File: src/rtl/amx_pkg.sv
// Package: shared operation codes and sequencer states for the atomic memory arbiter.
// Assumes: op code values are part of the port contract and must not be renumbered.
package amx_pkg;
    typedef enum logic [1:0] {
        OP_READ  = 2'b00,
        OP_WRITE = 2'b01,
        OP_SWAP  = 2'b10,
        OP_CAS   = 2'b11
    } op_e;

    typedef enum logic [1:0] {
        ST_IDLE = 2'b00,
        ST_EXEC = 2'b01,
        ST_WB   = 2'b10
    } st_e;
endpackage

File: src/rtl/amx_word_mem.sv
// Module: single-port word memory with asynchronous read and synchronous write.
// Assumes: one access per cycle; all words cleared by synchronous active-low reset.
module amx_word_mem #(
    parameter int AW = 4,
    parameter int DW = 32,
    localparam int DEPTH = 1 << AW
) (
    input  logic          clk,
    input  logic          rst_n,
    input  logic          we,
    input  logic [AW-1:0] addr,
    input  logic [DW-1:0] wdata,
    output logic [DW-1:0] rdata
);
    logic [DW-1:0] words [DEPTH];

    // Purpose: clear on reset, otherwise store on write enable.
    always_ff @(posedge clk) begin
        if (!rst_n) begin
            for (int i = 0; i < DEPTH; i++) words[i] <= '0;
        end else if (we) begin
            words[addr] <= wdata;
        end
    end

    // Purpose: present the addressed word in the same cycle.
    assign rdata = words[addr];
endmodule

File: src/rtl/amx_rr_arbiter.sv
// Module: round-robin arbiter; the last granted port has lowest priority next time.
// Assumes: grant is meaningful only when en is high; after reset port 0 ranks first.
module amx_rr_arbiter #(
    parameter int N = 3,
    localparam int IW = (N > 1) ? $clog2(N) : 1
) (
    input  logic          clk,
    input  logic          rst_n,
    input  logic          en,
    input  logic [N-1:0]  valid,
    output logic [N-1:0]  gnt,
    output logic [IW-1:0] gnt_idx
);
    logic [IW-1:0] last_q;
    logic          found;
    int            cand;

    // Purpose: scan ports starting just after the last winner, pick the first valid one.
    always_comb begin
        gnt     = '0;
        gnt_idx = '0;
        found   = 1'b0;
        cand    = 0;
        for (int k = 1; k <= N; k++) begin
            cand = (int'(last_q) + k) % N;
            if (!found && valid[cand]) begin
                found         = 1'b1;
                gnt[cand]     = en;
                gnt_idx       = IW'(cand);
            end
        end
    end

    // Purpose: remember the winner of every granted decision.
    always_ff @(posedge clk) begin
        if (!rst_n)               last_q <= IW'(N - 1);
        else if (en && |valid)    last_q <= gnt_idx;
    end

    AST_GNT_ONEHOT: assert property (@(posedge clk) disable iff (!rst_n)
        $onehot0(gnt));
    AST_GNT_NEEDS_VALID: assert property (@(posedge clk) disable iff (!rst_n)
        (gnt & ~valid) == '0);
    AST_LAST_LOSES_TIE: assert property (@(posedge clk) disable iff (!rst_n)
        (en && $countones(valid) > 1) |-> !gnt[last_q]);
endmodule

File: src/rtl/amx_seq.sv
// Module: operation sequencer; latches one granted request and runs it on the memory.
// Plain ops take one execute cycle; swap and compare-and-swap add a write-back cycle
// during which nothing new is accepted, so the pair is indivisible.
// Assumes: take is high only while idle is high (grant is gated by idle).
module amx_seq #(
    parameter int N  = 3,
    parameter int AW = 4,
    parameter int DW = 32,
    localparam int IW = (N > 1) ? $clog2(N) : 1
) (
    input  logic            clk,
    input  logic            rst_n,
    input  logic            take,
    input  logic [IW-1:0]   take_idx,
    input  logic [2*N-1:0]  req_op,
    input  logic [AW*N-1:0] req_addr,
    input  logic [DW*N-1:0] req_wdata,
    input  logic [DW*N-1:0] req_cmp,
    input  logic [DW-1:0]   mem_rdata,
    output logic            mem_we,
    output logic [AW-1:0]   mem_addr,
    output logic [DW-1:0]   mem_wdata,
    output logic            idle,
    output logic [N-1:0]    rsp_valid,
    output logic [DW-1:0]   rsp_data,
    output logic [N-1:0]    rsp_ok
);
    import amx_pkg::*;

    st_e           state_q;
    op_e           op_q;
    logic [IW-1:0] port_q;
    logic [AW-1:0] addr_q;
    logic [DW-1:0] wdata_q;
    logic [DW-1:0] cmp_q;
    logic [DW-1:0] old_q;
    logic          is_atomic;
    logic          cas_hit;

    assign is_atomic = (op_q == OP_SWAP) || (op_q == OP_CAS);
    assign cas_hit   = (op_q == OP_CAS) && (old_q == cmp_q);
    assign idle      = (state_q == ST_IDLE);
    assign mem_addr  = addr_q;
    assign mem_wdata = wdata_q;

    // Purpose: write in execute for plain writes, in write-back for swap or matching compare.
    always_comb begin
        mem_we = 1'b0;
        if (state_q == ST_EXEC && op_q == OP_WRITE)            mem_we = 1'b1;
        else if (state_q == ST_WB && (op_q == OP_SWAP || cas_hit)) mem_we = 1'b1;
    end

    // Purpose: state progression and capture of the granted request's fields.
    always_ff @(posedge clk) begin
        if (!rst_n) begin
            state_q <= ST_IDLE;
            op_q    <= OP_READ;
            port_q  <= '0;
            addr_q  <= '0;
            wdata_q <= '0;
            cmp_q   <= '0;
            old_q   <= '0;
        end else begin
            case (state_q)
                ST_IDLE: if (take) begin
                    op_q    <= op_e'(req_op[int'(take_idx)*2 +: 2]);
                    port_q  <= take_idx;
                    addr_q  <= req_addr[int'(take_idx)*AW +: AW];
                    wdata_q <= req_wdata[int'(take_idx)*DW +: DW];
                    cmp_q   <= req_cmp[int'(take_idx)*DW +: DW];
                    state_q <= ST_EXEC;
                end
                ST_EXEC: begin
                    old_q   <= mem_rdata;
                    state_q <= is_atomic ? ST_WB : ST_IDLE;
                end
                default: state_q <= ST_IDLE;
            endcase
        end
    end

    // Purpose: one-cycle response pulse to the owning port with the previous word value.
    always_ff @(posedge clk) begin
        if (!rst_n) begin
            rsp_valid <= '0;
            rsp_ok    <= '0;
            rsp_data  <= '0;
        end else begin
            rsp_valid <= '0;
            rsp_ok    <= '0;
            if (state_q == ST_EXEC && !is_atomic) begin
                rsp_valid[port_q] <= 1'b1;
                rsp_data          <= mem_rdata;
            end else if (state_q == ST_WB) begin
                rsp_valid[port_q] <= 1'b1;
                rsp_ok[port_q]    <= cas_hit;
                rsp_data          <= old_q;
            end
        end
    end

    AST_ATOMIC_HOLDS: assert property (@(posedge clk) disable iff (!rst_n)
        (state_q == ST_EXEC && is_atomic) |=> (state_q == ST_WB && !idle));
    AST_RSP_ONEHOT: assert property (@(posedge clk) disable iff (!rst_n)
        $onehot0(rsp_valid));
    AST_OK_WITH_RSP: assert property (@(posedge clk) disable iff (!rst_n)
        (rsp_ok & ~rsp_valid) == '0);
    AST_NO_TAKE_BUSY: assert property (@(posedge clk) disable iff (!rst_n)
        (state_q != ST_IDLE) |-> !take);
endmodule

File: src/rtl/atomic_mem_arbiter.sv
// Module: top of the shared word memory with indivisible swap and compare-and-swap.
// Assumes: requesters hold req_valid and fields stable until req_ready is seen high.
module atomic_mem_arbiter #(
    parameter int NPORTS = 3,
    parameter int AW     = 4,
    parameter int DW     = 32,
    localparam int IW    = (NPORTS > 1) ? $clog2(NPORTS) : 1
) (
    input  logic                 clk,
    input  logic                 rst_n,
    input  logic [NPORTS-1:0]    req_valid,
    output logic [NPORTS-1:0]    req_ready,
    input  logic [2*NPORTS-1:0]  req_op,
    input  logic [AW*NPORTS-1:0] req_addr,
    input  logic [DW*NPORTS-1:0] req_wdata,
    input  logic [DW*NPORTS-1:0] req_cmp,
    output logic [NPORTS-1:0]    rsp_valid,
    output logic [DW*NPORTS-1:0] rsp_data,
    output logic [NPORTS-1:0]    rsp_ok
);
    logic          idle;
    logic [IW-1:0] gnt_idx;
    logic          mem_we;
    logic [AW-1:0] mem_addr;
    logic [DW-1:0] mem_wdata;
    logic [DW-1:0] mem_rdata;
    logic [DW-1:0] rsp_word;

    amx_rr_arbiter #(.N(NPORTS)) u_arb (
        .clk     (clk),
        .rst_n   (rst_n),
        .en      (idle),
        .valid   (req_valid),
        .gnt     (req_ready),
        .gnt_idx (gnt_idx)
    );

    amx_seq #(.N(NPORTS), .AW(AW), .DW(DW)) u_seq (
        .clk       (clk),
        .rst_n     (rst_n),
        .take      (|req_ready),
        .take_idx  (gnt_idx),
        .req_op    (req_op),
        .req_addr  (req_addr),
        .req_wdata (req_wdata),
        .req_cmp   (req_cmp),
        .mem_rdata (mem_rdata),
        .mem_we    (mem_we),
        .mem_addr  (mem_addr),
        .mem_wdata (mem_wdata),
        .idle      (idle),
        .rsp_valid (rsp_valid),
        .rsp_data  (rsp_word),
        .rsp_ok    (rsp_ok)
    );

    amx_word_mem #(.AW(AW), .DW(DW)) u_mem (
        .clk   (clk),
        .rst_n (rst_n),
        .we    (mem_we),
        .addr  (mem_addr),
        .wdata (mem_wdata),
        .rdata (mem_rdata)
    );

    // Purpose: the single response word is fanned out to every port's data lane.
    for (genvar p = 0; p < NPORTS; p++) begin : g_rsp
        assign rsp_data[p*DW +: DW] = rsp_word;
    end
endmodule

File: config.mk
export PLATFORM = sky130hd
export DESIGN_NAME = atomic_mem_arbiter
export DESIGN_NICKNAME = d
export VERILOG_FILES = /design/src/rtl/amx_pkg.sv /design/src/rtl/amx_word_mem.sv /design/src/rtl/amx_rr_arbiter.sv /design/src/rtl/amx_seq.sv /design/src/rtl/atomic_mem_arbiter.sv
export SDC_FILE = /design/constraint.sdc
export NUM_CORES = 1
export LEC_CHECK = 0
export BUFFER_PORTS_ARGS = -buffer_cell sky130_fd_sc_hd__buf_2
export CAP_MARGIN = 5
export CORE_MARGIN = 3
export CORE_UTILIZATION = 57
export CTS_BUF_LIST = sky130_fd_sc_hd__clkbuf_8
export DETAILED_ROUTE_END_ITERATION = 8
export PLACE_DENSITY_LB_ADDON = 0.08
export SLEW_MARGIN = 20
export SYNTH_ARGS = -nofsm -noshare
export SYNTH_HDL_FRONTEND = slang
export SYNTH_HIERARCHICAL = 1
export SYNTH_SLANG_ARGS = --single-unit
File: constraint.sdc
create_clock -name clk -period 4.9 [get_ports clk]
set_input_delay 0.245 -clock clk [delete_from_list [all_inputs] [get_ports clk]]
set_output_delay 0.245 -clock clk [all_outputs]
set_load 0.05 [all_outputs]
==> flow_metrics.env, run 1 <==
export IMPL_postCtsSetupBuffers=0
export IMPL_grt_pass1_vias=19900
export IMPL_die_y_um=239
export IMPL_synth_seq_cells=658
export IMPL_setup_ws_ns=0.710
export IMPL_grt_pass1_wl_mm=123
export IMPL_wl_mm=83.3
export IMPL_num_rows=84
export IMPL_die_area_um2=57000
export IMPL_r2r_slack_ns=0.71
export IMPL_vias=20100
export IMPL_ys_flop_type="edfxtp_1"
export IMPL_finalHoldViolations=0
export IMPL_min_period_ns=4.19
export IMPL_grt_overflow_total=0
export IMPL_hold_path_end="u_seq/rsp_data[24]$_SDFFE_PN0P_"
export IMPL_clock_skew_ns=0.0419
export IMPL_numClockSinks=658
export IMPL_gr_usage_all_layers_pct=28.9
export IMPL_drive_above_1_share_pct=25.7
export IMPL_start_util_pct=58.2
export IMPL_grt_max_degree=114
export IMPL_antenna_found_initial=1
export IMPL_period_share_pct=85.5
export IMPL_syn_area_per_cell_um2=13.5
export IMPL_postRouteAntennaNets=0
export IMPL_seq_area_frac_synth_pct=59.2
export IMPL_drc_errors=0
export IMPL_setup_tns_ns=0
export IMPL_place_worst_setup_slack_ns=1.14
export IMPL_wl_per_cell_um=24.6
export IMPL_cp_cell_sequence="inv_1 -> ha_1 -> mux2i_1 -> o22ai_1 -> a221oi_1 -> or3_1 -> and2_4 -> buf_4 -> o211ai_1 -> dlygate4sd3_1 -> o211a_1"
export IMPL_critPathMaxStageDelay_ns=0.69
export IMPL_min_from="rst_n"
export IMPL_placed_area_um2=32800
export IMPL_cp_end_kind="register"
export IMPL_hold_depth=2
export IMPL_arrival_ns=4.75
export IMPL_numCtsBuffers=105
export IMPL_cp_required_ns=5.46
export IMPL_cts_tree="yes"
export IMPL_synth_warnings=6
export IMPL_start_kind="register"
export IMPL_io_pins=320
export IMPL_dr_pass1_iters=7
export IMPL_slew_headroom_pct=27.9
export IMPL_synth_nets=2514
export IMPL_ir_drop_uv=467
export IMPL_drv_slew=0
export IMPL_cp_slowest_cell="and2_4"
export IMPL_reg2regPathDepth=11
export IMPL_place_congestion=0.841
export IMPL_synth_area_um2=30900
export IMPL_power_density_nw_per_um2=499
export IMPL_path_class="reg2reg"
export IMPL_rsz0062_at_grt="no"
export IMPL_coreArea_um2=53100
export IMPL_htree_levels=3
export IMPL_hp_class="in2reg"
export IMPL_drv_cap=0
export IMPL_synth_edf_count=512
export IMPL_clk_pin_slew_ns=0.06
export IMPL_io_buffer_count=319
export IMPL_timing_rr_end="u_seq/mem_wdata[4]$_SDFFE_PN0P_"
export IMPL_final_nets=2843
export IMPL_cp_max_fo=76
export IMPL_root_buffer="clkbuf_8"
export IMPL_fin_util_pct=67.1
export IMPL_async_flop_share_pct=0
export IMPL_r2r_start="u_arb/last_q[0]$_SDFFE_PN0P_"
export IMPL_clk_latency_ns=0.69
export IMPL_die_w_um=239
export IMPL_worst_pin_slew_ns=1.08
export IMPL_p_leak_nw=14.3
export IMPL_synth_cells=2295
export IMPL_routed_via_density=5.93
export IMPL_first_iter_violations=1721
export IMPL_netlist_cell_type_count=55
export IMPL_post_dp_hpwl_mm=53.5
export IMPL_final_setup_viol_count=0
export IMPL_fmax_mhz=239
export IMPL_area_growth_pct=15.3
export IMPL_clockBufferDepth=3
export IMPL_status="completed"
export IMPL_final_area_um2=35600
-- layout make-up --
type | instances | area [um2]
Fill cell | 3827 | 17500
Multi-Input combinational cell | 1366 | 11400
Clock buffer | 113 | 1560
Antenna cell | 1 | 2.50
Sequential cell | 658 | 18300
Tap cell | 688 | 861
Inverter | 6 | 22.5
Clock inverter | 73 | 343
Timing Repair Buffer | 487 | 3160
-- registers in the layout, indices dropped and copies added (netlist names) --
signal           flops
u_mem/words        512
u_seq/rsp_data      32
u_seq/rsp_valid      3
u_seq/state_q        2
u_arb/last_q         2
u_seq/port_q         2
u_seq/mem_wdata     32
u_seq/rsp_ok         3
u_seq/mem_addr       4
u_seq/cmp_q         32
u_seq/op_q           2
u_seq/old_q         32
-- cells by family after synthesis --
logic type	share of synthesized area, %
and+or+nand+nor	14.5
adders and majority gates	0.162
xor gates and xnor gates	0.908
buffers and inverters	4.72
AOI/OAI and AO/OA	8.31
muxes	12.2
DFF	59.2
-- worst max-delay path, delay by kind of cell (launching register included) --
kind | cells | cell delay [ns]
flip-flops | 1 | 0.38
multiplexers | 1 | 0.35
buffers and inverters | 3 | 1.09
adder cells (fa/ha/maj) | 1 | 0.52
AO/OA/AOI/OAI | 4 | 0.80
AND/OR/NAND/NOR | 2 | 0.87
-- cells in the mapped netlist, drive strengths merged (5+ instances only) --
cell type | number | area [um2]
dfxtp | 146 | 2920
nand2 | 206 | 783
xnor2 | 27 | 236
a22oi | 85 | 638
mux4 | 128 | 2880
a21boi | 54 | 405
inv | 6 | 22.5
nor2b | 6 | 37.5
nand2b | 11 | 68.8
o21ai | 13 | 65.1
buf | 173 | 1090
and2 | 515 | 3220
nand4 | 8 | 56.3
xor2 | 5 | 43.8
clkbuf | 92 | 345
o211a | 81 | 811
mux2i | 86 | 861
edfxtp | 512 | 15400
nor2 | 27 | 119
o211ai | 72 | 541
nor3 | 6 | 50.1
-- per-layer routing --
layer  routed length, um  GRT usage [%]
met1               33600           39.6
met2               41300           47.2
met3                5370           4.43
met4                3040           11.3
met5                   0              0
-- power by group --
group	switching (mW)	internal [mW]	total, mW
Clock	2.08	2.21	4.29
Combinational	3.72	2.30	6.02
Sequential	0.930	6.53	7.46
Total	6.73	11.0	17.8
-- how the worst max path moves through the flow --
stage / startpoint / endpoint / slack [ns] / depth (start not counted)
after floorplan: u_seq/state_q[0]$_SDFFE_PN0P_ / u_mem/words[1][0]$_SDFFCE_PN0P_ / 0.50 / 8
after global placement: u_seq/old_q[21]$_SDFFE_PN0P_ / u_mem/words[14][30]$_SDFFCE_PN0P_ / 1.23 / 8
after detailed placement: u_seq/old_q[21]$_SDFFE_PN0P_ / u_mem/words[14][29]$_SDFFCE_PN0P_ / 1.14 / 8
after CTS: u_arb/last_q[0]$_SDFFE_PN0P_ / u_seq/mem_wdata[27]$_SDFFE_PN0P_ / 0.76 / 11
after global routing: u_arb/last_q[0]$_SDFFE_PN0P_ / u_seq/mem_wdata[28]$_SDFFE_PN0P_ / 0.42 / 11
final: u_arb/last_q[0]$_SDFFE_PN0P_ / u_seq/mem_wdata[4]$_SDFFE_PN0P_ / 0.71 / 11
-- timing repair --
item                      CTS  global route
resized for setup           0             0
hold endpoints to repair   70             0
hold buffers               95             0
-- cell usage in the layout, fill, tap and decap left out, types with 81 or more instances in the layout --
cell type	instances
nand2_1	203
dfxtp_1	144
dlygate4sd3_1	95
a22oi_1	85
mux4_2	128
o211a_1	81
buf_2	318
mux2i_1	86
and2_1	513
clkbuf_8	113
edfxtp_1	512
-- stage by stage --
step	std cells	power [mW]	hold slack, ns
2_1_floorplan	2295	11.6	0.375
3_5_place_dp	3110	13.3	0.473
3_3_place_gp	3110	13.3	0.465
6_report	3392	17.8	0.0397
4_1_cts	3391	17.9	0.0000213
5_1_grt	3391	18.6	0.0222
No activity file was read; power rests on OpenSTA's default activity.
==> run 2, diff against run 1 <==
==> constraint.sdc (replaced) <==
create_clock -name clk -period 4.1 [get_ports clk]
set_input_delay 0.205 -clock clk [delete_from_list [all_inputs] [get_ports clk]]
set_output_delay 0.205 -clock clk [all_outputs]
set_load 0.05 [all_outputs]
==> flow_metrics.env, run 2 (synthesis results as in run 1) <==
export IMPL_status="completed"
export IMPL_period_share_pct=95.1
export IMPL_clock_skew_ns=0.0257
export IMPL_wl_mm=87.7
export IMPL_gr_usage_all_layers_pct=30.5
export IMPL_p_leak_nw=14.5
export IMPL_drive_above_1_share_pct=25.8
export IMPL_numCtsBuffers=103
export IMPL_fillerInstances=3786
export IMPL_num_rows=84
export IMPL_die_w_um=239
export IMPL_rsz0062_at_grt="no"
export IMPL_final_common_cell="and2_1"
export IMPL_place_congestion=0.868
export IMPL_vias=20700
export IMPL_placed_area_um2=33000
export IMPL_ir_drop_uv=468
export IMPL_use_met1_pct=41.5
export IMPL_clockBufferDepth=3
export IMPL_drv_cap=0
export IMPL_routed_via_density=6.02
export IMPL_postCtsSetupBuffers=0
export IMPL_grt_pass1_wl_mm=129
export IMPL_cts_tree="yes"
export IMPL_io_pins=320
export IMPL_start_kind="register"
export IMPL_critPathMaxStageDelay_ns=0.60
export IMPL_drc_errors=0
export IMPL_fmax_mhz=256
export IMPL_die_area_um2=57000
export IMPL_wl_per_cell_um=25.5
export IMPL_place_worst_setup_slack_ns=0.541
export IMPL_numClockSinks=658
export IMPL_cp_max_fo=73
export IMPL_hold_ws_ns=0.0355
export IMPL_post_dp_hpwl_mm=56.6
export IMPL_final_setup_viol_count=0
export IMPL_setup_ws_ns=0.200
export IMPL_mostFrequentLayoutCells="and2_1 (513), edfxtp_1 (512), buf_2 (318)"
export IMPL_grt_overflow_total=0
export IMPL_start_util_pct=58.2
export IMPL_finalHoldViolations=0
export IMPL_final_nets=2883
export IMPL_worstPathBufferInverterCount=4
export IMPL_grt_busiest_layer="met2"
export IMPL_clk_latency_ns=0.70
export IMPL_regMostFlops="u_mem/words"
export IMPL_cp_required_ns=4.69
export IMPL_die_y_um=239
export IMPL_slew_headroom_pct=33.2
export IMPL_cp_end_kind="register"
export IMPL_grt_max_degree=74
export IMPL_coreArea_um2=53100
export IMPL_path_class="reg2reg"
export IMPL_finalPower_mw=21.7
export IMPL_grtUsageMet2_pct=50.6
export IMPL_io_buffer_count=319
export IMPL_final_area_um2=36100
export IMPL_setup_tns_ns=0
export IMPL_hp_class="in2reg"
export IMPL_crit_family="buffers and inverters"
export IMPL_cp_cell_sequence="inv_1 -> ha_1 -> mux2_2 -> a211oi_4 -> buf_12 -> mux2i_1 -> dlygate4sd3_1 -> o211ai_1 -> dlygate4sd3_1 -> o211a_1"
export IMPL_first_iter_violations=2104
export IMPL_min_period_ns=3.90
export IMPL_cts_resized=0
export IMPL_crit_top_cell="dlygate4sd3_1"
export IMPL_largest_reg_flops=512
export IMPL_power_density_nw_per_um2=600
export IMPL_cp_slowest_cell="dlygate4sd3_1"
export IMPL_worst_pin_slew_ns=1.00
export IMPL_area_growth_pct=16.8
export IMPL_root_buffer="clkbuf_8"
export IMPL_drv_slew=0
export IMPL_grt_pass1_vias=20900
export IMPL_dr_pass1_iters=5
export IMPL_postRouteAntennaNets=0
export IMPL_htree_levels=3
export IMPL_antenna_found_initial=6
export IMPL_clk_pin_slew_ns=0.06
export IMPL_grt_use_met3_pct=5.19
export IMPL_arrival_ns=4.49
run 2: cell count changes in the layout (fill, tap and decap cells not counted):
cell           change
buf_12             +9
diode_2            +2
clkbuf_8           +2
dlygate4sd3_1     +27
nor2b_4            +1
inv_6              +1
bufinv_16          -2
and2_2             +2
clkinv_1           -4
buf_4              +4
clkinv_2           -3
inv_1              +5
nor2b_2            -1
clkinvlp_4         -1
run 2: report_power, final:
part / leakage, nW / switching (mW) / internal [mW]
combinational: 6.85 / 4.64 / 3.14
sequential: 6.49 / 1.01 / 7.81
clock: 1.14 / 2.51 / 2.54
total: 14.5 / 8.17 / 13.5
run 2: routing by layer:
layer	vias up	wire [um]
met5	-	46
li1	9090	-
met3	166	6680
met4	4	2830
met1	10500	35000
met2	913	43100
run 2: worst paths after layout:
path                                  start                              to  slack (ns)  cells after the start
min reg2reg  u_seq/rsp_data[5]$_SDFFE_PN0P_  u_seq/rsp_data[5]$_SDFFE_PN0P_        0.48                      2
max            u_arb/last_q[0]$_SDFFE_PN0P_     u_seq/cmp_q[4]$_SDFFE_PN0P_        0.20                     10
max reg2reg    u_arb/last_q[0]$_SDFFE_PN0P_     u_seq/cmp_q[4]$_SDFFE_PN0P_        0.20                     10
min                             req_addr[0]  u_seq/mem_addr[0]$_SDFFE_PN0P_        0.04                      4
run 2: layout make-up:
type / instances / area, um2 / share of cell area [%]
clock inverter: 69 / 273 / 0.756
inverter: 6 / 22.5 / 0.0624
antenna: 3 / 7.51 / 0.0208
clock buffer: 115 / 1580 / 4.39
multi-input combinational: 1368 / 11400 / 31.6
timing repair buffer: 527 / 3640 / 10.1
sequential: 658 / 18300 / 50.7
tap: 688 / 861 / 2.39
run 2: per-stage QoR:
step | util (%) | instances
floorplan | - | 2295
global placement | 62.1 | 3123
detailed placement | 62.1 | 3123
CTS | 67.9 | 3429
global route | 68.0 | 3433
finish | 68.0 | 3434
run 2: worst min-delay path, delay by kind of cell:
family / cells / cell delay [ns]
AOI/OAI and AO/OA: 2 / 0.27
muxes: 1 / 0.13
buffers and inverters: 1 / 0.09
run 2: what timing repair did:
item,CTS,global route
setup endpoints to repair,0,32
hold buffers,122,0
hold endpoints to repair,77,0
